File: src/rtl/pdc_pkg.sv
package pdc_pkg;
  typedef enum logic {
    PAIR_A_RISE = 1'b0,
    PAIR_B_FALL = 1'b1
  } pair_e;

  localparam int IDX_A   = 0;
  localparam int IDX_B   = 1;
  localparam int IDX_CLR = 2;
  localparam int N_SYNC  = 3;
endpackage

File: src/rtl/pdc_sync.sv
module pdc_sync #(
  parameter int N = 3
) (
  input  logic         clk,
  input  logic         rst_n,
  input  logic [N-1:0] d_i,
  output logic [N-1:0] lvl_o,
  output logic [N-1:0] rise_o,
  output logic [N-1:0] fall_o
);
  for (genvar g = 0; g < N; g++) begin : g_bit
    logic meta_q, stab_q, prev_q;

    always_ff @(posedge clk) begin
      if (!rst_n) begin
        meta_q <= 1'b0;
        stab_q <= 1'b0;
        prev_q <= 1'b0;
      end else begin
        meta_q <= d_i[g];
        stab_q <= meta_q;
        prev_q <= stab_q;
      end
    end

    assign lvl_o[g]  = stab_q;
    assign rise_o[g] = stab_q & ~prev_q;
    assign fall_o[g] = ~stab_q & prev_q;

    // one input edge gives a single-cycle edge strobe
    assert_single_strobe_R2: assert property (@(posedge clk) disable iff (!rst_n)
      rise_o[g] |=> !rise_o[g]);
  end
endmodule

File: src/rtl/pdc_clr_filter.sv
module pdc_clr_filter #(
  parameter int CLR_W = 8
) (
  input  logic             clk,
  input  logic             rst_n,
  input  logic             clr_lvl_i,
  input  logic [CLR_W-1:0] min_i,
  output logic             accept_o
);
  localparam int RUN_W = CLR_W + 1;

  logic [CLR_W-1:0] run_q;
  logic             taken_q;
  logic [RUN_W-1:0] thresh;
  logic [RUN_W-1:0] run_next;

  assign thresh   = (min_i == '0) ? RUN_W'(1) : {1'b0, min_i};
  assign run_next = {1'b0, run_q} + RUN_W'(1);
  assign accept_o = clr_lvl_i && !taken_q && (run_next >= thresh);

  always_ff @(posedge clk) begin
    if (!rst_n) begin
      run_q   <= '0;
      taken_q <= 1'b0;
    end else if (!clr_lvl_i) begin
      run_q   <= '0;
      taken_q <= 1'b0;
    end else begin
      if (run_q != '1) run_q <= run_q + CLR_W'(1);
      if (accept_o) taken_q <= 1'b1;
    end
  end

  // a clear is taken at most once per high phase
  assert_one_accept_R6: assert property (@(posedge clk) disable iff (!rst_n)
    accept_o |=> !accept_o);
endmodule

File: src/rtl/pdc_value.sv
module pdc_value #(
  parameter int PV_W      = 20,
  parameter int MAX_VALUE = 999999
) (
  input  logic            clk,
  input  logic            rst_n,
  input  logic            load_i,
  input  logic [PV_W-1:0] preset_i,
  input  logic            dec_i,
  input  logic            wrap_i,
  output logic [PV_W-1:0] pv_o,
  output logic            zero_hit_o
);
  localparam logic [PV_W-1:0] TOP = PV_W'(MAX_VALUE);

  logic [PV_W-1:0] pv_q;
  logic            at_zero;

  assign at_zero    = (pv_q == '0);
  assign zero_hit_o = dec_i && !load_i && (pv_q == PV_W'(1));
  assign pv_o       = pv_q;

  always_ff @(posedge clk) begin
    if (!rst_n) begin
      pv_q <= '0;
    end else if (load_i) begin
      pv_q <= (preset_i > TOP) ? TOP : preset_i;
    end else if (dec_i) begin
      if (!at_zero)    pv_q <= pv_q - PV_W'(1);
      else if (wrap_i) pv_q <= TOP;
    end
  end

  assert_pv_range_R9: assert property (@(posedge clk) disable iff (!rst_n)
    pv_q <= TOP);
  assert_hold_zero_R8: assert property (@(posedge clk) disable iff (!rst_n)
    (at_zero && !wrap_i && !load_i) |=> (pv_q == '0));
  assert_load_preset_R4: assert property (@(posedge clk) disable iff (!rst_n)
    (load_i && preset_i <= TOP) |=> (pv_q == $past(preset_i)));
endmodule

File: src/rtl/pdc_outputs.sv
module pdc_outputs #(
  parameter int PULSE_W = 16
) (
  input  logic               clk,
  input  logic               rst_n,
  input  logic               hit_i,
  input  logic               clear_i,
  input  logic               latch_i,
  input  logic [PULSE_W-1:0] len_i,
  output logic               out_o
);
  logic [PULSE_W-1:0] tmr_q;
  logic               lat_q;
  logic [PULSE_W-1:0] len_eff;

  assign len_eff = (len_i == '0) ? PULSE_W'(1) : len_i;
  assign out_o   = latch_i ? lat_q : (tmr_q != '0);

  always_ff @(posedge clk) begin
    if (!rst_n) begin
      tmr_q <= '0;
      lat_q <= 1'b0;
    end else if (clear_i) begin
      tmr_q <= '0;
      lat_q <= 1'b0;
    end else if (hit_i) begin
      tmr_q <= len_eff;
      lat_q <= 1'b1;
    end else if (tmr_q != '0) begin
      tmr_q <= tmr_q - PULSE_W'(1);
    end
  end

  assert_hit_sets_R7: assert property (@(posedge clk) disable iff (!rst_n)
    (hit_i && !clear_i) |=> (lat_q && tmr_q != '0));
  assert_latch_holds_R11: assert property (@(posedge clk) disable iff (!rst_n)
    (lat_q && !clear_i) |=> lat_q);
  assert_pulse_ends_R10: assert property (@(posedge clk) disable iff (!rst_n)
    (tmr_q == PULSE_W'(1) && !hit_i && !clear_i) |=> (tmr_q == '0));
endmodule

File: src/rtl/preset_down_counter.sv
module preset_down_counter #(
  parameter int PV_W      = 20,
  parameter int MAX_VALUE = 999999,
  parameter int CLR_W     = 8,
  parameter int PULSE_W   = 16
) (
  input  logic               clk,
  input  logic               rst_n,
  input  logic               cnt_a_i,
  input  logic               cnt_b_i,
  input  logic               clr_i,
  input  logic               pair_sel_i,
  input  logic               wrap_en_i,
  input  logic               latch_en_i,
  input  logic [PV_W-1:0]    preset_i,
  input  logic [CLR_W-1:0]   clr_min_i,
  input  logic [PULSE_W-1:0] pulse_len_i,
  output logic [PV_W-1:0]    pv_o,
  output logic               out1_o,
  output logic               out2_o
);
  import pdc_pkg::*;

  logic [N_SYNC-1:0] raw, lvl, rise, fall;
  logic  accept, dec, hit, out_any;
  pair_e pair;

  assign raw[IDX_A]   = cnt_a_i;
  assign raw[IDX_B]   = cnt_b_i;
  assign raw[IDX_CLR] = clr_i;
  assign pair         = pair_e'(pair_sel_i);

  pdc_sync #(.N(N_SYNC)) u_sync (
    .clk(clk), .rst_n(rst_n), .d_i(raw),
    .lvl_o(lvl), .rise_o(rise), .fall_o(fall)
  );

  pdc_clr_filter #(.CLR_W(CLR_W)) u_filter (
    .clk(clk), .rst_n(rst_n), .clr_lvl_i(lvl[IDX_CLR]),
    .min_i(clr_min_i), .accept_o(accept)
  );

  always_comb begin
    unique case (pair)
      PAIR_A_RISE: dec = rise[IDX_A] & ~lvl[IDX_B];
      PAIR_B_FALL: dec = fall[IDX_B] & lvl[IDX_A];
      default:     dec = 1'b0;
    endcase
    if (lvl[IDX_CLR]) dec = 1'b0;
  end

  pdc_value #(.PV_W(PV_W), .MAX_VALUE(MAX_VALUE)) u_value (
    .clk(clk), .rst_n(rst_n), .load_i(accept), .preset_i(preset_i),
    .dec_i(dec), .wrap_i(wrap_en_i), .pv_o(pv_o), .zero_hit_o(hit)
  );

  pdc_outputs #(.PULSE_W(PULSE_W)) u_out (
    .clk(clk), .rst_n(rst_n), .hit_i(hit), .clear_i(accept),
    .latch_i(latch_en_i), .len_i(pulse_len_i), .out_o(out_any)
  );

  assign out1_o = out_any;
  assign out2_o = out_any;

  // no change of PV while the clear is high and not being taken
  assert_blocked_in_clear_R5: assert property (@(posedge clk) disable iff (!rst_n)
    (lvl[IDX_CLR] && !accept) |=> $stable(pv_o));
  assert_clear_drops_out_R4: assert property (@(posedge clk) disable iff (!rst_n)
    (accept && latch_en_i) |=> !out1_o);
endmodule

File: config.mk
export PLATFORM = sky130hd
export DESIGN_NAME = preset_down_counter
export DESIGN_NICKNAME = d
export VERILOG_FILES = /design/src/rtl/pdc_pkg.sv /design/src/rtl/pdc_sync.sv /design/src/rtl/pdc_clr_filter.sv /design/src/rtl/pdc_value.sv /design/src/rtl/pdc_outputs.sv /design/src/rtl/preset_down_counter.sv
export SDC_FILE = /design/constraint.sdc
export NUM_CORES = 1
export LEC_CHECK = 0
export ABC_AREA = 1
export BUFFER_PORTS_ARGS = -buffer_cell sky130_fd_sc_hd__buf_4
export CAP_MARGIN = 20
export CORE_MARGIN = 4
export CORE_UTILIZATION = 45
export DETAILED_ROUTE_END_ITERATION = 16
export GPL_ROUTABILITY_DRIVEN = 0
export GPL_TIMING_DRIVEN = 1
export MAX_ROUTING_LAYER = met4
export PLACE_DENSITY = 0.7
export REMOVE_ABC_BUFFERS = 1
export SYNTH_ARGS = -nofsm -noshare
export SYNTH_HDL_FRONTEND = slang
export SYNTH_SLANG_ARGS = --single-unit
export TNS_END_PERCENT = 10
File: constraint.sdc
create_clock -name clk -period 2.05 [get_ports clk]
set_clock_uncertainty 0.1 [all_clocks]
set_input_delay 0.41 -clock clk [delete_from_list [all_inputs] [get_ports clk]]
set_output_delay 0.41 -clock clk [all_outputs]
set_load 0.01 [all_outputs]
==> out/results.ini <==
[place]
place_ws_ns = -0.485
dp_cells = 801
dpl.hpwl_mm = 8.43
port_buffers = 73

[final_layout]
nNetsFinal = 772
layout.cells.non_filler = 813
antenna-diode-count = 0
fillCellCount = 776
syn2layout_area_growth_pct = 33.7
final_layout_size_suffix_gt1_frac = 0.290
postLayoutCoreUtil = 0.620

[sta]
fmax_mhz = 432
maxSlewHeadroom = 0.605
tightest_slew_ns = 0.590
holdWs_ns = 0.173
hold_viol_final = 0
grt_setup_unrepaired = true
drv_slew = 0
timing.final.crit_share = 1.13
setup_violations = 40
fin_crit_ns = 2.31
worst_slack_ns = -0.263

[clock_tree]
clk_pin_slew_ns = 0.10
ctsHoldBuffers = 0
numClockSinks = 54
insertion_delay_ns = 0.31
cts-buffers-inserted = 5
root_buffer = clkbuf_8
ctsLongestPathBuffers = 2
cts_tree = built
h-tree-depth = 2

[synth]
synth-edff-count = 0
ys.flop_type = dfxtp_1
syn_area_mm2 = 0.00381
yosys_warnings = 0
ys_seq_area_frac = 0.284
ys_seq_elements = 54
yosysTopAreaCell = dfxtp_1
yosysMostFrequentCell = nand2_1
synth_async_sr_flop_share = 0
synth_area_leaders = dfxtp_1 (28%), nand2_1 (11%), nand3_1 (10%)
synth_top_area_share = 0.284
synth_common_cells = nand2_1 (115), inv_1 (88), nand3_1 (77)
synth_cells = 584
synth.avg_cell_area_um2 = 6.52
ys_types = 40

[outcome]
status = finished, violations left
violations = setup timing

[flow_run]
max_cap_violations = 0

[pwr]
max-vdd-ir-drop_uv = 362
finalPower_mw = 3.52
powerDensity_mw_per_mm2 = 692
p_leak_nw = 2.70

[route]
num_vias = 4157
first_iter_violations = 197
route.final.wire_length_mm = 11.2
drt-pass1-iter-count = 5
avgViaCountPerCell = 5.11
antenna_left = 0
wire_per_inst_um = 13.8
drc = 0

[global_route]
grt_pass1_wl_mm = 18.5
grt_pass1_vias = 4110
gr-total-overflow = 0
track_usage = 0.232
antenna_found_initial = 0
grt_start_max_net_pins = 24

[floorplanning]
rows = 33
io_pins = 74
die_area_mm2 = 0.0100
initial_core_util = 0.464
core_area_mm2 = 0.00822
die_w_um = 100
die_height_um = 100

[worst_setup_path]
worstPathRequired_ns = 2.17
crit_arrival_ns = 2.44
end_kind = flop
crit_type = reg -> reg
critPathLaunchType = flop
cp_max_fo = 10

[worst_hold_path]
hp-class = in -> reg

per-stage QoR:
| step | instance area (um2) | TNS [ns] |
|---|---|---|
| final | 5090 | -8.35 |
| after floorplan | 3700 | -17.43 |
| after detailed placement | 4800 | -14.68 |
| after CTS | 5070 | -8.44 |
| after global routing | 5090 | -15.54 |
| after global placement | 4800 | -12.07 |
power by group:
group	total [mW]	internal (mW)	leakage (nW)	switching (mW)
clock network	0.596	0.236	0.0373	0.361
registers	1.26	1.17	0.441	0.0907
logic	1.67	0.727	2.22	0.944
total	3.52	2.13	2.70	1.40
cell usage in the layout (no fill, tap or decap), drive strengths merged, types with 2 or more instances in the layout:
cell type / instances
a211oi: 6
a21oi: 26
buf: 131
clkbuf: 6
clkinv: 2
dfxtp: 54
ha: 12
inv: 92
nand2: 125
nand3: 84
nand3b: 7
nand4: 9
nor2: 88
nor3: 7
nor3b: 2
nor4: 3
o211ai: 2
o21ai: 19
or2: 2
xnor2: 7
xor2: 19
layer usage:
layer,vias to the layer above,global-route usage,wire length [um]
li1,2109,-,-
met1,1879,0.282,4560
met2,153,0.401,5610
met3,16,0.0320,829
met4,0,0.0715,189
met5,-,-,0
state kept, by name, summed over array words and instances, names as in the netlist:
register and count:
u_filter.run_q 8, u_filter.taken_q 1, u_out.lat_q 1, u_out.tmr_q 16
u_sync.g_bit.meta_q 3, u_sync.g_bit.prev_q 2, u_sync.g_bit.stab_q 3, u_value.pv_o 20
worst max-delay path, cell delays in order (launching register included):
cell	delay, ns
dfxtp_2	0.38
ha_4	0.16
nand3_4	0.09
xnor2_2	0.15
ha_1	0.30
nand2_1	0.07
nor2_1	0.10
nand2_1	0.05
nand3_1	0.06
nand2_1	0.05
nand2_1	0.06
nand2_2	0.06
nand2_4	0.10
nand2_8	0.09
buf_6	0.18
nand3_1	0.07
nand3_1	0.07
nand2_1	0.06
inv_1	0.04
layout make-up:
class,instances,area (um2),share of cell area
clock inverter,1,7.51,0.00147
tap,105,131,0.0258
sequential,54,1080,0.213
multi-input combinational,422,2440,0.479
inverter,94,355,0.0698
timing repair buffer,131,1000,0.197
clock buffer,6,72.6,0.0143
logic make-up (layout without fill, tap and decap cells):
logic type | Yosys count | after routing | share of synthesized area
flops | 54 | 54 | 0.284
simple gates | 325 | 327 | 0.410
compound gates | 57 | 57 | 0.0851
fa+ha+maj | 12 | 12 | 0.0394
buf+inv | 110 | 232 | 0.122
xor+xnor | 26 | 26 | 0.0598
timing repair:
action / CTS / global route
pin swaps: 6 / 1
endpoints found under the setup margin: 40 / 40
resized for setup: 29 / 7
gates cloned: 2 / 0
setup buffers: 3 / 0
final timing paths:
check | cells past startpoint | startpoint | endpoint | slack [ns]
setup / recovery | 18 | u_filter.run_q[0] | u_value.pv_o[13] | -0.26
hold / removal | 3 | clr_i | u_sync.g_bit[2].meta_q | 0.17
setup reg to reg | 18 | u_filter.run_q[0] | u_value.pv_o[13] | -0.26
hold reg to reg | 2 | u_sync.g_bit[0].stab_q | u_sync.g_bit[0].prev_q | 0.33
No activity file was read; power rests on OpenSTA's default activity.
